[src/rtl/evt_stamp_pkg.sv]
package evt_stamp_pkg;
  // control word bit positions
  localparam int CTL_RISE_BIT = 0;
  localparam int CTL_FALL_BIT = 1;
  localparam int CTL_IEN_BIT  = 4;

  // word address map
  localparam int STATUS_ADDR   = 4;
  localparam int CAP_BASE_ADDR = 8;

  typedef struct packed {
    logic ien;
    logic fall_en;
    logic rise_en;
  } evt_ctl_t;

  function automatic int cap_lo_addr(input int ch);
    return CAP_BASE_ADDR + 2 * ch;
  endfunction

  function automatic int cap_hi_addr(input int ch);
    return CAP_BASE_ADDR + 2 * ch + 1;
  endfunction
endpackage

[src/rtl/evt_sync_edge.sv]
module evt_sync_edge #(
  parameter int STAGES = 2
) (
  input  logic clk,
  input  logic rst,
  input  logic async_i,
  output logic rise_o,
  output logic fall_o
);
  localparam int LAST = STAGES;

  // sh[STAGES-1] is the synchronized level, sh[STAGES] its previous value
  logic [LAST:0] sh_q;

  always_ff @(posedge clk) begin
    if (rst) sh_q <= '0;
    else     sh_q <= {sh_q[LAST-1:0], async_i};
  end

  assign rise_o =  sh_q[LAST-1] & ~sh_q[LAST];
  assign fall_o = ~sh_q[LAST-1] &  sh_q[LAST];
endmodule

[src/rtl/evt_chan.sv]
module evt_chan
  import evt_stamp_pkg::*;
#(
  parameter int TIME_W = 64,
  parameter int DATA_W = 32
) (
  input  logic              clk,
  input  logic              rst,
  input  evt_ctl_t          ctl_i,
  input  logic              rise_i,
  input  logic              fall_i,
  input  logic [TIME_W-1:0] time_i,
  input  logic              clr_i,
  input  logic              lo_rd_i,
  output logic [TIME_W-1:0] cap_o,
  output logic [DATA_W-1:0] snap_hi_o,
  output logic              stat_o
);
  localparam int HI_W = TIME_W - DATA_W;

  logic              hit;
  logic [TIME_W-1:0] cap_q;
  logic [DATA_W-1:0] snap_q;
  logic              stat_q;

  assign hit = (ctl_i.rise_en & rise_i) | (ctl_i.fall_en & fall_i);

  always_ff @(posedge clk) begin
    if (rst) begin
      cap_q  <= '0;
      stat_q <= 1'b0;
      snap_q <= '0;
    end else begin
      if (hit) cap_q <= time_i;
      // a capture outranks a clear arriving in the same cycle
      stat_q <= hit | (stat_q & ~clr_i);
      if (lo_rd_i) snap_q <= DATA_W'(cap_q[TIME_W-1 -: HI_W]);
    end
  end

  assign cap_o     = cap_q;
  assign snap_hi_o = snap_q;
  assign stat_o    = stat_q;

  AST_STAT_FROM_EVENT: assert property (@(posedge clk) disable iff (rst)
    $rose(stat_q) |-> $past(hit));
  AST_CAP_FLAGS_STATUS: assert property (@(posedge clk) disable iff (rst)
    !$stable(cap_q) |-> stat_q);
  AST_IDLE_NO_CAPTURE: assert property (@(posedge clk) disable iff (rst)
    (ctl_i == '0) |=> $stable(cap_q));
  AST_SNAP_ON_LO_READ: assert property (@(posedge clk) disable iff (rst)
    !$stable(snap_q) |-> $past(lo_rd_i));
endmodule

[src/rtl/evt_stamp_capture.sv]
module evt_stamp_capture
  import evt_stamp_pkg::*;
#(
  parameter int NUM_CH      = 3,
  parameter int TIME_W      = 64,
  parameter int DATA_W      = 32,
  parameter int ADDR_W      = 4,
  parameter int SYNC_STAGES = 2
) (
  input  logic              clk,
  input  logic              rst,
  input  logic [TIME_W-1:0] time_i,
  input  logic [NUM_CH-1:0] evt_i,
  input  logic              wr_en,
  input  logic              rd_en,
  input  logic [ADDR_W-1:0] addr,
  input  logic [DATA_W-1:0] wdata,
  output logic [DATA_W-1:0] rdata,
  output logic              irq
);
  localparam logic [ADDR_W-1:0] STAT_A = ADDR_W'(STATUS_ADDR);

  evt_ctl_t          ctl_q [NUM_CH];
  logic [TIME_W-1:0] cap_w [NUM_CH];
  logic [DATA_W-1:0] snap_w[NUM_CH];
  logic [NUM_CH-1:0] stat_w;
  logic [NUM_CH-1:0] ien_w;
  logic [NUM_CH-1:0] clr_w;
  logic [DATA_W-1:0] rd_mux;
  logic [DATA_W-1:0] rdata_q;
  logic              irq_q;

  // control words
  always_ff @(posedge clk) begin
    for (int c = 0; c < NUM_CH; c++) begin
      if (rst) begin
        ctl_q[c] <= '0;
      end else if (wr_en && addr == ADDR_W'(c)) begin
        ctl_q[c].rise_en <= wdata[CTL_RISE_BIT];
        ctl_q[c].fall_en <= wdata[CTL_FALL_BIT];
        ctl_q[c].ien     <= wdata[CTL_IEN_BIT];
      end
    end
  end

  assign clr_w = (wr_en && addr == STAT_A) ? wdata[NUM_CH-1:0] : '0;

  for (genvar g = 0; g < NUM_CH; g++) begin : g_ch
    localparam logic [ADDR_W-1:0] LO_A = ADDR_W'(cap_lo_addr(g));
    logic rise_s, fall_s;

    evt_sync_edge #(.STAGES(SYNC_STAGES)) u_sync (
      .clk    (clk),
      .rst    (rst),
      .async_i(evt_i[g]),
      .rise_o (rise_s),
      .fall_o (fall_s)
    );

    evt_chan #(.TIME_W(TIME_W), .DATA_W(DATA_W)) u_chan (
      .clk      (clk),
      .rst      (rst),
      .ctl_i    (ctl_q[g]),
      .rise_i   (rise_s),
      .fall_i   (fall_s),
      .time_i   (time_i),
      .clr_i    (clr_w[g]),
      .lo_rd_i  (rd_en && addr == LO_A),
      .cap_o    (cap_w[g]),
      .snap_hi_o(snap_w[g]),
      .stat_o   (stat_w[g])
    );

    assign ien_w[g] = ctl_q[g].ien;
  end

  // read mux
  always_comb begin
    rd_mux = '0;
    for (int c = 0; c < NUM_CH; c++) begin
      if (addr == ADDR_W'(c)) begin
        rd_mux[CTL_RISE_BIT] = ctl_q[c].rise_en;
        rd_mux[CTL_FALL_BIT] = ctl_q[c].fall_en;
        rd_mux[CTL_IEN_BIT]  = ctl_q[c].ien;
      end
      if (addr == ADDR_W'(cap_lo_addr(c))) rd_mux = cap_w[c][DATA_W-1:0];
      if (addr == ADDR_W'(cap_hi_addr(c))) rd_mux = snap_w[c];
    end
    if (addr == STAT_A) rd_mux = DATA_W'(stat_w);
  end

  always_ff @(posedge clk) begin
    if (rst) begin
      rdata_q <= '0;
      irq_q   <= 1'b0;
    end else begin
      if (rd_en) rdata_q <= rd_mux;
      irq_q <= |(stat_w & ien_w);
    end
  end

  assign rdata = rdata_q;
  assign irq   = irq_q;

  AST_IRQ_NEEDS_STATUS: assert property (@(posedge clk) disable iff (rst)
    irq |-> $past(|stat_w));
  AST_RDATA_HOLD: assert property (@(posedge clk) disable iff (rst)
    !$past(rd_en) |-> $stable(rdata));
endmodule

[config.mk]
export PLATFORM = sky130hd
export DESIGN_NAME = evt_stamp_capture
export DESIGN_NICKNAME = d
export VERILOG_FILES = /design/src/rtl/evt_stamp_pkg.sv /design/src/rtl/evt_sync_edge.sv /design/src/rtl/evt_chan.sv /design/src/rtl/evt_stamp_capture.sv
export SDC_FILE = /design/constraint.sdc
export NUM_CORES = 1
export LEC_CHECK = 0
export BUFFER_PORTS_ARGS = -buffer_cell sky130_fd_sc_hd__buf_2
export CORE_ASPECT_RATIO = 0.6
export CORE_MARGIN = 2
export CORE_UTILIZATION = 45
export DETAILED_ROUTE_END_ITERATION = 10
export GPL_TIMING_DRIVEN = 0
export MAX_ROUTING_LAYER = met4
export SYNTH_ARGS = -nofsm -noshare
export SYNTH_HDL_FRONTEND = slang
export SYNTH_SLANG_ARGS = --single-unit
[constraint.sdc]
create_clock -name clk -period 4.4 [get_ports clk]
set_input_delay 0.44 -clock clk [delete_from_list [all_inputs] [get_ports clk]]
set_output_delay 0.44 -clock clk [all_outputs]
set_load 0.01 [all_outputs]
Word level (Yosys, flattened, before mapping)
Memories as Yosys holds them, arrays and structs flattened.
Cells that the tools add are included.
W data, S select, Z words.
{ "word_totals": {"ff_bits": 333, "ramBits": 9, "in_bits": 107, "out_inout_bits": 33, "word_cells": 107, "n_memories": 1} }
{ "memory_table": {"columns": ["name", "depth", "word_bits", "rd", "rd_clocked_by_memory_dff", "wr", "line_no", "source"], "rows": [
  ["ctl_q", 3, 3, 3, 0, 3, "evt_stamp_capture.sv:23", "evt_ctl_t ctl_q [NUM_CH];"]
]} }
{ "classes": {"n_eq_ne": 9, "muxes": 34, "bitwise": 40, "n_reduce_logical": 9} }
{ "ops": {"columns": ["operator", "n"], "rows": [
  ["$mux W32", 7],
  ["$eq A4 B4 Y1 const B", 6],
  ["$mux W1", 23],
  ["$and A1 B1 Y1", 15],
  ["$or A1 B1 Y1", 15],
  ["$not A1 Y1", 9],
  ["$logic_and A1 B1 Y1", 7],
  ["$mux W2", 3],
  ["$eq A4 B1 Y1 const B", 1],
  ["$eq A4 B2 Y1 const B", 1],
  ["$eq A4 B3 Y1 const B", 1],
  ["$logic_not A4 Y1", 1],
  ["$and A3 B3 Y3", 1],
  ["$mux W3", 1],
  ["$reduce_or A3 Y1", 1]
]} }

Depth between registers and ports, before layout
{ "logic_depth": {"word_depth": 11, "ltp_mapped": 7, "ltp_nobuf": 4} }

Modules after synthesis
From an unflattened synthesis, not the netlist that was laid out.
{ "unflattened": {"hier_cells": 1578, "area_unflattened_um2": 15761.4} }
{ "by_module_without_submodules": {"columns": ["mod", "instances", "cells_per_inst", "area_each_um2", "seq_area_each_um2"], "rows": [
  ["evt_chan", 3, 385, 4073.9, 1941.9],
  ["evt_stamp_capture", 1, 399, 3265.6, 930.9],
  ["evt_sync_edge", 3, 8, 91.3, 60.1]
]} }

Worst setup path after synthesis
No wires, ideal clock.
{ "synth_path": {"path_kind": "input port to flip-flop", "from": "in addr[1]", "to": "mem ctl_q[1][0] in the netlist's numbering (enable)", "setup_time_ps": 249, "t_arrival_ps": 1369, "t_required_ps": 4151, "slack_ps": 2783, "cell_stages": 6, "n_path_buf": 4, "cell_sequence": "buf_4 buf_4 buf_2 buf_2 inv_1 a31o_2"} }
{ "synth_rtl": {"columns": ["element", "line_no", "source"], "rows": [
  ["from (decl)", "evt_stamp_capture.sv:16", "input logic [ADDR_W-1:0] addr,"],
  ["to (decl)", "evt_stamp_capture.sv:23", null]
]} }

==> metrics.cfg <==
[clock_tree]
postCtsHoldBufs = 0
clock_path_buffers = 3
clockRootBuffer = clkbuf_16
cts.sinks = 342
cts.reportedPaths.clkPinSlew_ns = 0.07
insertion_delay_ns = 0.58
cts_setup_buffers = 0
cts_made_buffers = 31
htreeDepth = 1
cts_tree = built
cts_resized = 0

[pwr]
p_per_area_nw_per_um2 = 427
total_leakage_power_nw = 5.38
max-vdd-ir-drop_mv = 0.258

[setup_path]
r2r_end = g_ch[2].u_chan.cap_o[52]
critical_path_class = register to register
cp_data_required_time_ns = 4.90
crit_end = g_ch[2].u_chan.cap_o[52]
timing.rr.start = ctl_q[2][1]
crit_fanout = 10
cp.arrival_ns = 3.02
worstSetupEndpointType = register
worst-r2r-cell-count = 5
worstSetupStartpoint = ctl_q[2][1]
critPathLaunchType = register
r2r_slack_ns = 1.88

[finish]
finalInstanceArea_um2 = 15600
multi_input_area_um2 = 5880
drive_gt1_share_pct = 13.6
final_nets = 1874
fillers = 2898
area_growth_pct = 15.9
utilization_pct = 52.5
insertedDiodeCount = 0
regArea_um2 = 6940

[timing]
fin_crit_sh_pct = 57.2
fmax_mhz = 397
tns_ns = 0
fin_hold_ws_ns = 0.0692
max-slew-margin-rel_pct = 10.3
hold_violations = 0
rsz0062_at_grt = false
layout_min_cycle_time_ns = 2.52
setup_viol = 0
worst_slack_ns = 1.88
slew_violations = 0
tightest_slew_ns = 1.34
skew_ns = 0.00763

[synthesis]
yosysTopAreaCellShare_pct = 49.5
synth_top_family_by_area = simple AND/OR/NAND/NOR gates
synth_flop_cell = dfxtp_1
muxShareOfSynthArea_pct = 5.07
yosys.area_share.simple_pct = 19.7
syn_inst = 1626
yosysWarnings = 0
synth-compound-area-share_pct = 18.9
synth_cell_types = 56
synth-seq-area-share_pct = 51.5
syn_avg_cell_area_um2 = 8.29
synth_xor_area_share_pct = 0
synth_top_area_cell = dfxtp_1
synth_nets = 1733
async_reset_ff_share_pct = 0
synth-edff-count = 9
synth-adder-area-share_pct = 0
synth_area_um2 = 13500
ys_ff_latch = 342
yosys-top-cells-area = dfxtp_1 (49%), nand2_1 (16%), a21oi_1 (13%), mux4_2 (4.7%), clkbuf_1 (2.4%)

[routing]
wire_per_inst_um = 21.3
vias = 12300
drc_errors = 0
routed_wl_um = 46900
dr.pass1.iters = 5
antenna_left = 0
viasPerCell = 5.58
drt_iter0_drc = 1287

[flow_run]
drv_cap = 0

[die]
pin_count = 140
rows = 49
core_um2 = 29700
die_w_um = 227
die_h_um = 138
initial_utilization_pct = 45.3
die-area_um2 = 31400

[placement]
pre_cts_ws_ns = 1.94
io_buffer_count = 108
place_hpwl_um = 33700
place_congestion = 0.901
placed_cell_area_um2 = 14500

[global_route]
gr-usage-met1_pct = 46.1
busiest_layer = met1
grt_overflow = 0
grt_antenna_before_repair = 0
use_met3_pct = 7.27
grt_pass1_vias = 11200
track_usage_pct = 30.4
grt_max_degree = 16
grt_pass1_wl_um = 69600
grt_use_met2_pct = 40.9

[min_path]
hold_class = primary input to register

[status]
status = complete, no violations

## state kept, by name, indices dropped and copies added (netlist names)
name	count
rdata	32
irq	1
g_ch.u_sync.sh_q	9
g_ch.u_chan.stat_o	3
g_ch.u_chan.snap_hi_o	96
g_ch.u_chan.cap_o	192
ctl_q	9
## per-stage QoR
step	instances	power [W]
final	2198	0.00667
after detailed placement	2142	0.00378
after global placement	2142	0.00377
after global routing	2198	0.00686
after CTS	2198	0.00668
after floorplan	1626	0.00356
## final cells by class
type	count	area share [%]
flip-flops and latches	342	44.4
inverters	11	0.280
multi-input cells	1139	37.7
repair buffers	108	3.46
plain buffers	134	3.94
clock inverters	14	1.45
well taps	408	3.27
clock buffers	42	5.55
## critical path: stages (launching register included)
cell	delay, ns
edfxtp_1	0.37
nand2_1	0.08
o21ai_1	1.02
clkbuf_1	0.66
nand2_1	0.11
a21oi_1	0.17
## worst min path at each step
stage | endpoint | depth (start not counted) | slack, ns | from
floorplan | g_ch[0].u_sync.sh_q[1] | 1 | 0.41 | g_ch[0].u_sync.sh_q[0]
finish | g_ch[1].u_sync.sh_q[0] | 2 | 0.07 | evt_i[1]
CTS | g_ch[1].u_sync.sh_q[0] | 2 | 0.06 | evt_i[1]
global placement | g_ch[2].u_sync.sh_q[1] | 1 | 0.42 | g_ch[2].u_sync.sh_q[0]
global route | g_ch[1].u_sync.sh_q[0] | 2 | 0.07 | evt_i[1]
detailed placement | g_ch[2].u_sync.sh_q[1] | 1 | 0.42 | g_ch[2].u_sync.sh_q[0]
## power by group
part | switching [W] | internal, W
Sequential | 0.0000454 | 0.00318
Clock | 0.00122 | 0.00173
Combinational | 0.000346 | 0.000148
## cell usage after synthesis, types with 5 or more instances
| cell type | count |
|---|---|
| nand2_1 | 580 |
| a21oi_1 | 353 |
| dfxtp_1 | 333 |
| clkbuf_1 | 85 |
| a22oi_1 | 32 |
| buf_2 | 32 |
| o32ai_1 | 30 |
| mux4_2 | 28 |
| nor2b_1 | 16 |
| nor2_1 | 13 |
| edfxtp_1 | 9 |
| inv_1 | 8 |
| nor4_1 | 8 |
| buf_4 | 7 |
| nand2b_1 | 6 |
| nor3_1 | 6 |
| buf_1 | 5 |
| nand3_1 | 5 |
## cell families after synthesis
| family | Yosys count |
|---|---|
| AND/OR/NAND/NOR | 656 |
| AO/OA/AOI/OAI | 450 |
| flip-flops | 342 |
| buffers and inverters | 145 |
| multiplexers | 33 |
## routing by layer
metal | up-vias | routed length (um)
li1 | 5807 | -
met1 | 5833 | 22200
met2 | 572 | 19000
met3 | 56 | 4870
met4 | 0 | 843
met5 | - | 0
## cell usage in the layout (no fill, tap or decap), drive strengths merged, types with 2 or more instances in the layout
cell     instances
mux4            28
nor2            14
clkbuf         127
nor3b            4
a211oi           3
nor4             8
o21ai            7
buf            157
nand2b           7
and2             3
o221ai           2
mux2             2
nor3             7
o311ai           2
o32ai           30
o31a             2
bufinv           6
nand2          580
o22ai            2
a21o             2
nand3            5
and3             2
a21oi          353
o21a             3
clkinv           6
a22oi           32
mux2i            3
dfxtp          333
nand3b           5
a2111oi          2
edfxtp           9
inv             12
a32oi            2
a31oi            2
nor2b           18
Note: power is estimated with default switching activity, not from simulation.
